**src/rtl/cs_pkg.sv**
```systemverilog
package cs_pkg;

  typedef logic [7:0] cs_addr_t;

  // control register layout
  typedef struct packed {
    logic [5:0] spare;
    logic       irq_on_change;
    logic       sel_b;
  } cs_ctrl_t;

  // offset of an address from the base of the byte window
  function automatic cs_addr_t cs_win_offset(input cs_addr_t addr, input cs_addr_t base);
    return addr - base;
  endfunction

  // true when addr falls inside a window of nbytes starting at base
  function automatic logic cs_in_window(input cs_addr_t addr, input cs_addr_t base,
                                        input int unsigned nbytes);
    return (addr >= base) && (int'(cs_win_offset(addr, base)) < int'(nbytes));
  endfunction

endpackage

```
**src/rtl/cs_frame_tracker.sv**
```systemverilog
module cs_frame_tracker #(
  parameter int FRAMES = 192,
  localparam int IDX_W = $clog2(FRAMES)
) (
  input  logic             clk,
  input  logic             rst_n,
  input  logic             bit_valid,
  input  logic             bit_is_b,
  input  logic             blk_start,
  output logic             wr_a,
  output logic             wr_b,
  output logic [IDX_W-1:0] wr_idx,
  output logic             restart,
  output logic             blk_done
);

  logic             open_q;
  logic [IDX_W-1:0] idx_q;
  logic             last_b;

  assign restart = bit_valid & blk_start & ~bit_is_b;
  assign wr_a    = bit_valid & ~bit_is_b & (restart | open_q);
  assign wr_b    = bit_valid & bit_is_b & open_q;
  assign wr_idx  = restart ? '0 : idx_q;
  assign last_b  = wr_b & (idx_q == IDX_W'(FRAMES - 1));

  always_ff @(posedge clk or negedge rst_n) begin
    if (!rst_n) begin
      open_q   <= 1'b0;
      idx_q    <= '0;
      blk_done <= 1'b0;
    end else begin
      blk_done <= last_b;
      if (restart) begin
        open_q <= 1'b1;
        idx_q  <= '0;
      end else if (wr_b) begin
        if (last_b) begin
          open_q <= 1'b0;
          idx_q  <= '0;
        end else begin
          idx_q <= idx_q + 1'b1;
        end
      end
    end
  end

  assert_idx_range_R4: assert property (@(posedge clk) disable iff (!rst_n)
    int'(idx_q) < FRAMES) else $error("frame index out of range");

  assert_restart_no_copy_R5: assert property (@(posedge clk) disable iff (!rst_n)
    restart |=> !blk_done) else $error("copy after restart");

  assert_done_single_R4: assert property (@(posedge clk) disable iff (!rst_n)
    blk_done |=> !blk_done) else $error("copy strobe longer than one cycle");

endmodule

```
**src/rtl/cs_status_store.sv**
```systemverilog
module cs_status_store #(
  parameter int FRAMES    = 192,
  parameter int LEAD_BITS = 40,
  localparam int IDX_W    = $clog2(FRAMES)
) (
  input  logic              clk,
  input  logic              rst_n,
  input  logic              wr_a,
  input  logic              wr_b,
  input  logic [IDX_W-1:0]  wr_idx,
  input  logic              bit_val,
  input  logic              xfer,
  output logic [FRAMES-1:0] hold_a,
  output logic [FRAMES-1:0] hold_b,
  output logic              lead_changed
);

  logic [FRAMES-1:0] work [2];
  logic [FRAMES-1:0] hold [2];
  logic [1:0]        wr_ch;
  logic [1:0]        ch_diff;

  assign wr_ch = {wr_b, wr_a};

  function automatic logic lead_differs(input logic [FRAMES-1:0] fresh,
                                        input logic [FRAMES-1:0] old);
    return fresh[LEAD_BITS-1:0] != old[LEAD_BITS-1:0];
  endfunction

  for (genvar ch = 0; ch < 2; ch++) begin : g_chan
    always_ff @(posedge clk or negedge rst_n) begin
      if (!rst_n) begin
        work[ch] <= '0;
        hold[ch] <= '0;
      end else begin
        if (xfer) hold[ch] <= work[ch];
        if (wr_ch[ch]) work[ch][wr_idx] <= bit_val;
      end
    end
    assign ch_diff[ch] = lead_differs(work[ch], hold[ch]);
  end

  assign hold_a       = hold[0];
  assign hold_b       = hold[1];
  assign lead_changed = |ch_diff;

  assert_hold_stable_R4: assert property (@(posedge clk) disable iff (!rst_n)
    !xfer |=> ($stable(hold_a) && $stable(hold_b))) else $error("holding store moved without a copy");

endmodule

```
**src/rtl/cs_host_port.sv**
```systemverilog
module cs_host_port
  import cs_pkg::*;
#(
  parameter int       FRAMES    = 192,
  parameter cs_addr_t WIN_BASE  = 8'h20,
  parameter cs_addr_t CTRL_ADDR = 8'h10,
  parameter cs_addr_t IRQ_ADDR  = 8'h11,
  localparam int      NBYTES    = FRAMES / 8
) (
  input  logic              clk,
  input  logic              rst_n,
  input  logic              wr_en,
  input  cs_addr_t          wr_addr,
  input  logic [7:0]        wr_data,
  input  cs_addr_t          rd_addr,
  input  logic [FRAMES-1:0] hold_a,
  input  logic [FRAMES-1:0] hold_b,
  input  logic              xfer,
  input  logic              lead_changed,
  output logic [7:0]        rd_data,
  output logic              irq,
  output logic              pro_fmt
);

  cs_ctrl_t          ctrl_q;
  logic              irq_set;
  logic              irq_clr;
  logic [FRAMES-1:0] sel_vec;
  cs_addr_t          off;
  logic [7:0]        win_byte;

  assign irq_set = xfer & (~ctrl_q.irq_on_change | lead_changed);
  assign irq_clr = wr_en & (wr_addr == IRQ_ADDR) & wr_data[0];

  always_ff @(posedge clk or negedge rst_n) begin
    if (!rst_n) begin
      ctrl_q <= '0;
      irq    <= 1'b0;
    end else begin
      irq <= irq_set | (irq & ~irq_clr);
      if (wr_en && wr_addr == CTRL_ADDR) ctrl_q <= cs_ctrl_t'(wr_data);
    end
  end

  assign sel_vec = ctrl_q.sel_b ? hold_b : hold_a;
  assign off     = cs_win_offset(rd_addr, WIN_BASE);
  assign pro_fmt = sel_vec[0];

  always_comb begin
    win_byte = '0;
    for (int k = 0; k < NBYTES; k++) begin
      if (off == cs_addr_t'(k)) win_byte = sel_vec[8*k +: 8];
    end
  end

  always_comb begin
    if (rd_addr == CTRL_ADDR)                       rd_data = ctrl_q;
    else if (rd_addr == IRQ_ADDR)                   rd_data = {7'b0, irq};
    else if (cs_in_window(rd_addr, WIN_BASE, NBYTES)) rd_data = win_byte;
    else                                            rd_data = '0;
  end

  assert_irq_sticky_R9: assert property (@(posedge clk) disable iff (!rst_n)
    (irq && !irq_clr) |=> irq) else $error("interrupt dropped without clear");

  assert_irq_clear_R9: assert property (@(posedge clk) disable iff (!rst_n)
    (irq_clr && !xfer) |=> !irq) else $error("interrupt clear ignored");

  assert_every_block_R7: assert property (@(posedge clk) disable iff (!rst_n)
    (xfer && !ctrl_q.irq_on_change) |=> irq) else $error("copy without interrupt");

  assert_change_gate_R8: assert property (@(posedge clk) disable iff (!rst_n)
    (xfer && ctrl_q.irq_on_change && !lead_changed && !irq) |=> !irq)
    else $error("interrupt without leading change");

endmodule

```
**src/rtl/cs_dual_capture.sv**
```systemverilog
module cs_dual_capture
  import cs_pkg::*;
#(
  parameter int       FRAMES     = 192,
  parameter int       LEAD_BYTES = 5,
  parameter cs_addr_t WIN_BASE   = 8'h20,
  parameter cs_addr_t CTRL_ADDR  = 8'h10,
  parameter cs_addr_t IRQ_ADDR   = 8'h11,
  localparam int      IDX_W      = $clog2(FRAMES),
  localparam int      LEAD_BITS  = LEAD_BYTES * 8
) (
  input  logic       clk,
  input  logic       rst_n,
  input  logic       bit_valid,
  input  logic       bit_val,
  input  logic       bit_is_b,
  input  logic       blk_start,
  input  logic       wr_en,
  input  logic [7:0] wr_addr,
  input  logic [7:0] wr_data,
  input  logic [7:0] rd_addr,
  output logic [7:0] rd_data,
  output logic       irq,
  output logic       pro_fmt
);

  logic              wr_a;
  logic              wr_b;
  logic [IDX_W-1:0]  wr_idx;
  logic              restart;
  logic              blk_done;
  logic [FRAMES-1:0] hold_a;
  logic [FRAMES-1:0] hold_b;
  logic              lead_changed;

  cs_frame_tracker #(.FRAMES(FRAMES)) u_track (
    .clk(clk), .rst_n(rst_n), .bit_valid(bit_valid), .bit_is_b(bit_is_b),
    .blk_start(blk_start), .wr_a(wr_a), .wr_b(wr_b), .wr_idx(wr_idx),
    .restart(restart), .blk_done(blk_done)
  );

  cs_status_store #(.FRAMES(FRAMES), .LEAD_BITS(LEAD_BITS)) u_store (
    .clk(clk), .rst_n(rst_n), .wr_a(wr_a), .wr_b(wr_b), .wr_idx(wr_idx),
    .bit_val(bit_val), .xfer(blk_done), .hold_a(hold_a), .hold_b(hold_b),
    .lead_changed(lead_changed)
  );

  cs_host_port #(.FRAMES(FRAMES), .WIN_BASE(WIN_BASE), .CTRL_ADDR(CTRL_ADDR),
                 .IRQ_ADDR(IRQ_ADDR)) u_host (
    .clk(clk), .rst_n(rst_n), .wr_en(wr_en), .wr_addr(wr_addr), .wr_data(wr_data),
    .rd_addr(rd_addr), .hold_a(hold_a), .hold_b(hold_b), .xfer(blk_done),
    .lead_changed(lead_changed), .rd_data(rd_data), .irq(irq), .pro_fmt(pro_fmt)
  );

  assert_restart_keeps_hold_R5: assert property (@(posedge clk) disable iff (!rst_n)
    restart |=> ($stable(hold_a) && $stable(hold_b))) else $error("restart moved holding store");

endmodule

```
**config.mk**
```make
export PLATFORM = sky130hd
export DESIGN_NAME = cs_dual_capture
export DESIGN_NICKNAME = d
export VERILOG_FILES = /design/src/rtl/cs_pkg.sv /design/src/rtl/cs_frame_tracker.sv /design/src/rtl/cs_status_store.sv /design/src/rtl/cs_host_port.sv /design/src/rtl/cs_dual_capture.sv
export SDC_FILE = /design/constraint.sdc
export NUM_CORES = 1
export LEC_CHECK = 0
export BUFFER_PORTS_ARGS = -buffer_cell sky130_fd_sc_hd__buf_2
export CELL_PAD_IN_SITES_DETAIL_PLACEMENT = 0
export CELL_PAD_IN_SITES_GLOBAL_PLACEMENT = 1
export CORE_AREA = 2 2 307 309
export CTS_CLUSTER_SIZE = 24
export DETAILED_ROUTE_END_ITERATION = 16
export DIE_AREA = 0 0 309 311
export PLACE_DENSITY_LB_ADDON = 0.1
export RECOVER_POWER = 50
export SETUP_SLACK_MARGIN = 0.02
export SYNTH_ARGS = -nofsm -noshare
export SYNTH_HDL_FRONTEND = slang
export SYNTH_SLANG_ARGS = --single-unit
```
**constraint.sdc**
```tcl
create_clock -name clk -period 5.5 [get_ports clk]
set_input_delay 0.825 -clock clk [delete_from_list [all_inputs] [get_ports clk]]
set_output_delay 0.825 -clock clk [all_outputs]
set_load 0.005 [all_outputs]
```
-- After elaboration in Yosys (flattened, before gate mapping)
Cells that the tools add are included.
- register bits: 787
- input port bits: 31
- output and inout bits: 10
- logic and storage cells: 111
- add/subtract/negate cells: 2
- order comparisons: 4
- eq/ne operators: 30
- muxes and demuxes: 39
- bitwise logic cells: 17
- reductions and logical operators: 8
- operators with widths (cell ; count):
    $bwmux 192 ; 2
    $mux 8 ; 31
    $mux 192 ; 1
    $eq 8x5->1 const B ; 12
    $ne 40x40->1 ; 2
    $eq 8x4->1 const B ; 8
    $eq 8x3->1 const B ; 4
    $eq 8x2->1 const B ; 2
    $and 1x1->1 ; 11
    $lt 8x9->1 const B ; 1
    $add 8x1->8 const B ; 1
    $demux 1 s8 ; 1
    $eq 8x1->1 const B ; 1
    $eq 8x8->1 const B ; 1
    $ge 8x1->1 const B ; 1
    $ge 8x6->1 const B ; 1
    $logic_not 8->1 ; 1
    $lt 8x5->1 const B ; 1
    $sub 8x6->8 const B ; 1
    $mux 1 ; 4
    $reduce_bool 2->1 ; 2
    $logic_and 1x1->1 ; 3
    $not 1->1 ; 3
    $or 1x1->1 ; 3
    other kinds (2) ; 2

-- Longest topological paths before layout
- depth in word-level cells: 29
- gate-level depth with buffers: 11

-- Hierarchy
Synthesis repeated with hierarchy kept, for this count alone.
- cell total of the unflattened synthesis: 3114
- area, all modules: 37021.8 um2
- modules (own cells, without submodules) (module ; instances ; cells an instance ; area an instance (um2)):
    cs_status_store ; 1 ; 2422 ; 31325.0
    cs_host_port ; 1 ; 629 ; 5132.4
    cs_frame_tracker ; 1 ; 63 ; 564.3

-- Worst setup path before layout
No wires, ideal clock.
- path kind: input to output
- start point: in rd_addr[5]
- end point: out rd_data[7]
- arrival: 2.719 ns
- required time: 4.675 ns
- path slack: 1.956 ns
- cell stages on the path: 9
- cell sequence: inv_1 ha_1 nand3_1 clkbuf_1 nor4_1 a2111oi_2 nand3_1 o41ai_2 a21oi_1
- word-level cells in the longest chain between the ends: 29
- ends and longest elaborated chain (element ; RTL line ; text):
    start: declaration ; cs_dual_capture.sv:21 ; input logic [7:0] rd_addr,
    $sub 8x6->8 ; cs_pkg.sv:14 ; return addr - base;
    $logic_not 8->1 ; cs_host_port.sv:52 ; if (off == cs_addr_t'(k)) win_byte = sel_vec[8*k +: 8];
    $mux 8 (24 in a row) ; cs_host_port.sv:52 ;
    $mux 8 ; cs_host_port.sv:59 ; else if (cs_in_window(rd_addr, WIN_BASE, NBYTES)) rd_data = win_byte;
    $mux 8 ; cs_host_port.sv:58 ; else if (rd_addr == IRQ_ADDR) rd_data = {7'b0, irq};
    $mux 8 * ; cs_host_port.sv:57 ; if (rd_addr == CTRL_ADDR) rd_data = ctrl_q;
    end: declaration ; cs_dual_capture.sv:22 ; output logic [7:0] rd_data,
Mark *: on every way between the ends. The rest lies on a longest branch, timed or not.

-- Final worst setup path
- start point: reg u_host.ctrl_q[0] (netlist name)
- end point: out rd_data[4]
- word-level cells in the longest chain between the ends: 28
- ends and longest elaborated chain (element ; RTL line ; text):
    start: declaration ; cs_host_port.sv:25 ; cs_ctrl_t ctrl_q;
    start signal: assignment ; cs_host_port.sv:41 ; if (wr_en && wr_addr == CTRL_ADDR) ctrl_q <= cs_ctrl_t'(wr_data);
    $mux 192 * ; cs_host_port.sv:45 ; assign sel_vec = ctrl_q.sel_b ? hold_b : hold_a;
    $mux 8 (23 in a row) ; cs_host_port.sv:52 ;
    $mux 8 * ; cs_host_port.sv:52 ;
    $mux 8 * ; cs_host_port.sv:59 ;
    $mux 8 * ; cs_host_port.sv:58 ;
    $mux 8 * ; cs_host_port.sv:57 ;
Marked as above.

==> key figures <==
Worst setup path
  – Worst path cell trace: buf_4, mux2i_1, o22ai_1, o31ai_1, a2bb2oi_1, a211oi_1, a21oi_1, buf_2
  – CP startpoint kind: flip-flop
  – Max FO, Critical Path: 15
  – CP Class: flip-flop to primary output
  – R2R Setup Slk: between 0.7 and 0.8 ns
  – R2r startpoint: u_track.blk_done
  – Worst path slowest cell: dfrtp_4
  – Crit path capture: rd_data[4]
  – Worst setup EP type: primary output
  – CP startpoint: u_host.ctrl_q[0]
  – CP Data Required Time: 4.68 ns
  – Critical path arrival: 4.01 ns
  – Critical Path Max Stage Delay: roughly 0.66 ns
  – R2r endpoint: u_store.hold_b[120]
  – Worst Reg2Reg Path Length in Cells: 2

STA
  – Least-Margin Pin Slew: approximately 4.3 ns
  – Final Max Slew Viols: 462
  – RSZ-0062 raised after global routing: no
  – Fin. Hold Viols: 0
  – Max Freq: around 0.21 GHz
  – Tcrit/Tclk final: 88.0%
  – Final setup margin: about 0.66 ns
  – Rel. slew slack: -185%
  – Final setup viols: 0
  – Post-Route Skew: 0.0295 ns
  – Final setup TNS: 0 ns
  – Min cycle time layout: around 4.8 ns

Power
  – Clk pwr share: 47.8%
  – P_int: around 9800 µW
  – Combinational power share: approximately 7.3%
  – Peak VDD IR: ~0.00025 V
  – Sequential Power Share: 44.9%
  – Leakage: about 0.020 µW
  – Psw: around 3300 µW
  – Power per cell area: between 300 and 400 mW/mm²
  – Sw Ratio: between 20 and 30%

Final layout
  – NumNets Final: 3437
  – Most common cell after layout, fill and taps aside: dfrtp_1
  – Fill cell count: 8715
  – Most frequent cells in the layout: dfrtp_1 (786), nand2_1 (471), mux2_2 (447)
  – Final core occ: 44.7%
  – Non-filler cells, final: roughly 4700
  – Ratio of cells with drive above 1 in the final layout: about 23%
  – Area growth syn-to-layout: 12.8%

Outcome
  – Violated checks: capacitance limit, slew limit
  – Status: finished, violations left

Yosys
  – Synthesized flop and latch total: 787
  – Synthesis Warnings: 0
  – Post-Syn Nets: about 3500
  – Seq/Total Area, Yosys: 53.6%
  – Post-synth ARST share: 100%
  – Top post-synthesis cells by area: dfrtp_1 (54%), mux2_2 (14%), o21ai_0 (6.0%)
  – Post-synth EDFFs: 0
  – Netlist cell types: 76
  – Mapped cell area: between 0.03 and 0.04 mm²
  – Top cell type's share of synthesized area: between 50% and 60%
  – Avg Inst Size Synth: 10.6 µm²
  – Yosys top cell by area: dfrtp_1
  – Main synth FF type: dfrtp_1
  – Post-Syn Instances: between 3000 and 4000

Global route
  – Vias in the first global route: about 28000
  – Grt ovf: 0
  – Largest net degree at the start of global routing: about 190
  – Initial antenna violation count: 12
  – First-pass GRT wire length: approximately 200000 µm
  – Tot GR Track Use: between 20 and 30%

Clocking
  – CTS sink cnt: ~790
  – # hold bufs at CTS: 0
  – Setup Buffers After CTS: 0
  – Clk slew on worst S/H paths: approximately 0.06 ns
  – Max Root-Sink Buffers: 3
  – CTS H-tree lvls: 3
  – Root Buffer: clkbuf_16
  – CTS resizes: 0
  – CTS tree: built
  – Worst skew pair latency: approximately 0.68 ns
  – Num CTS Buffers: between 80 and 90

Die
  – Die width: 309 µm
  – Die Height: 311 µm
  – Rows: roughly 110
  – CORE AREA: 0.0928 mm²
  – Initial Utilization: between 30% and 40%
  – Die ar.: 0.0961 mm²
  – Io pins: between 40 and 50

Drt
  – Routed Antenna Nets: 0
  – Detailed-route vias per instance: around 6.0
  – Routed WL: about 140000 µm
  – Drt first-iter violations: between 2000 and 3000
  – Pre-antenna DRT Iters: 7
  – DRC viols: 0
  – Routed via count: 28302
  – Wirelength per Cell: approximately 30 µm

Placed design
  – Routability congestion estimate: about 0.90
  – Post-DP HPWL: approximately 92000 µm
  – Post-placement setup slack: 0.835 ns
  – DP Cell Count: about 4600
  – Count of input and output buffers: 40

Flow run
  – Max cap viols: 4

Hold path
  – Hold Path Depth: 2
  – Type of the worst min-delay path: input port to flip-flop
## synthesized netlist by cell type, types with 27 or more instances
| cell | number |
|---|---|
| a21oi_1 | 47 |
| mux2_2 | 447 |
| xor2_1 | 43 |
| nand2_1 | 472 |
| clkbuf_1 | 219 |
| inv_1 | 30 |
| o21ai_0 | 439 |
| mux2i_1 | 127 |
| nor2_1 | 90 |
| dfrtp_1 | 787 |
| nor4_1 | 36 |
| o22ai_1 | 27 |
| nand3_1 | 386 |
## cells by family (layout without fill, tap and decap cells)
family / Yosys count / count (layout) / synth area share [%]
compound gates: 623 / 623 / 9.73
other cells: 0 / 5 / 0
xor+xnor: 61 / 61 / 1.50
mux: 583 / 583 / 17.7
buf+inv: 297 / 320 / 3.40
fa+ha+maj: 2 / 2 / 0.0681
simple gates: 1102 / 1102 / 14.0
flops: 787 / 787 / 53.6
## worst max-delay path: cells and delay by family, from the launching register on
| family | cells | cell delay (ns) |
|---|---|---|
| buffers and inverters | 2 | 0.47 |
| DFF | 1 | 0.66 |
| AOI/OAI and AO/OA | 5 | 1.60 |
| muxes | 1 | 0.58 |
## sequential cells by signal, summed over array words and instances (netlist names)
name,count
u_track.open_q,1
u_store.hold_b,192
u_host.ctrl_q,8
u_track.idx_q,8
u_track.blk_done,1
u_host.irq,1
u_store.work,384
u_store.hold_a,192
## stage by stage
stage	total power (µW)	hold slack, ns	area, µm²
after floorplan	6420	0.467	36700
after global placement	6960	0.479	38400
after detailed placement	6970	0.481	38400
after CTS	13300	0.151	41500
after global routing	13600	0.351	41400
final	13200	0.382	41400
## metal layers
metal  part of all wire [%]  global-route usage [%]
met1                     44                    41.9
met2                     45                    44.5
met3                    6.7                    5.50
met4                    3.4                    10.1
met5                  0.023                       0
## area by class of cell
cell class,count,area [µm²],area share [%]
diodes,5,12.5,0.0302
clock buffers,136,2720,6.56
clock inverters,29,394,0.951
inverters,30,113,0.272
multi-input cells,2371,16000,38.5
flip-flops and latches,787,19700,47.5
well taps,1254,1570,3.79
repair buffers,125,976,2.36
## power groups by stage
stage	registers (µW)	clock network [µW]	logic, µW
3_5_place_dp	6020	0	951
6_report	5920	6290	957
4_1_cts	5910	6410	952
5_1_grt	5920	6650	1010
2_1_floorplan	5980	0	438
3_3_place_gp	6020	0	943
## worst min-delay path by stage
| stage | from | endpoint | slack [ns] |
|---|---|---|---|
| final | wr_data[7] | u_host.ctrl_q[7] | 0.38 |
| after global routing | wr_data[2] | u_host.ctrl_q[2] | 0.35 |
| after CTS | rst_n | u_store.work[15] | 0.15 |
| after detailed placement | u_store.work[78] | u_store.hold_b[78] | 0.48 |
| after global placement | u_store.work[287] | u_store.hold_a[95] | 0.48 |
| after floorplan | u_store.work[272] | u_store.work[272] | 0.47 |
No activity file was read; power rests on OpenSTA's default activity.
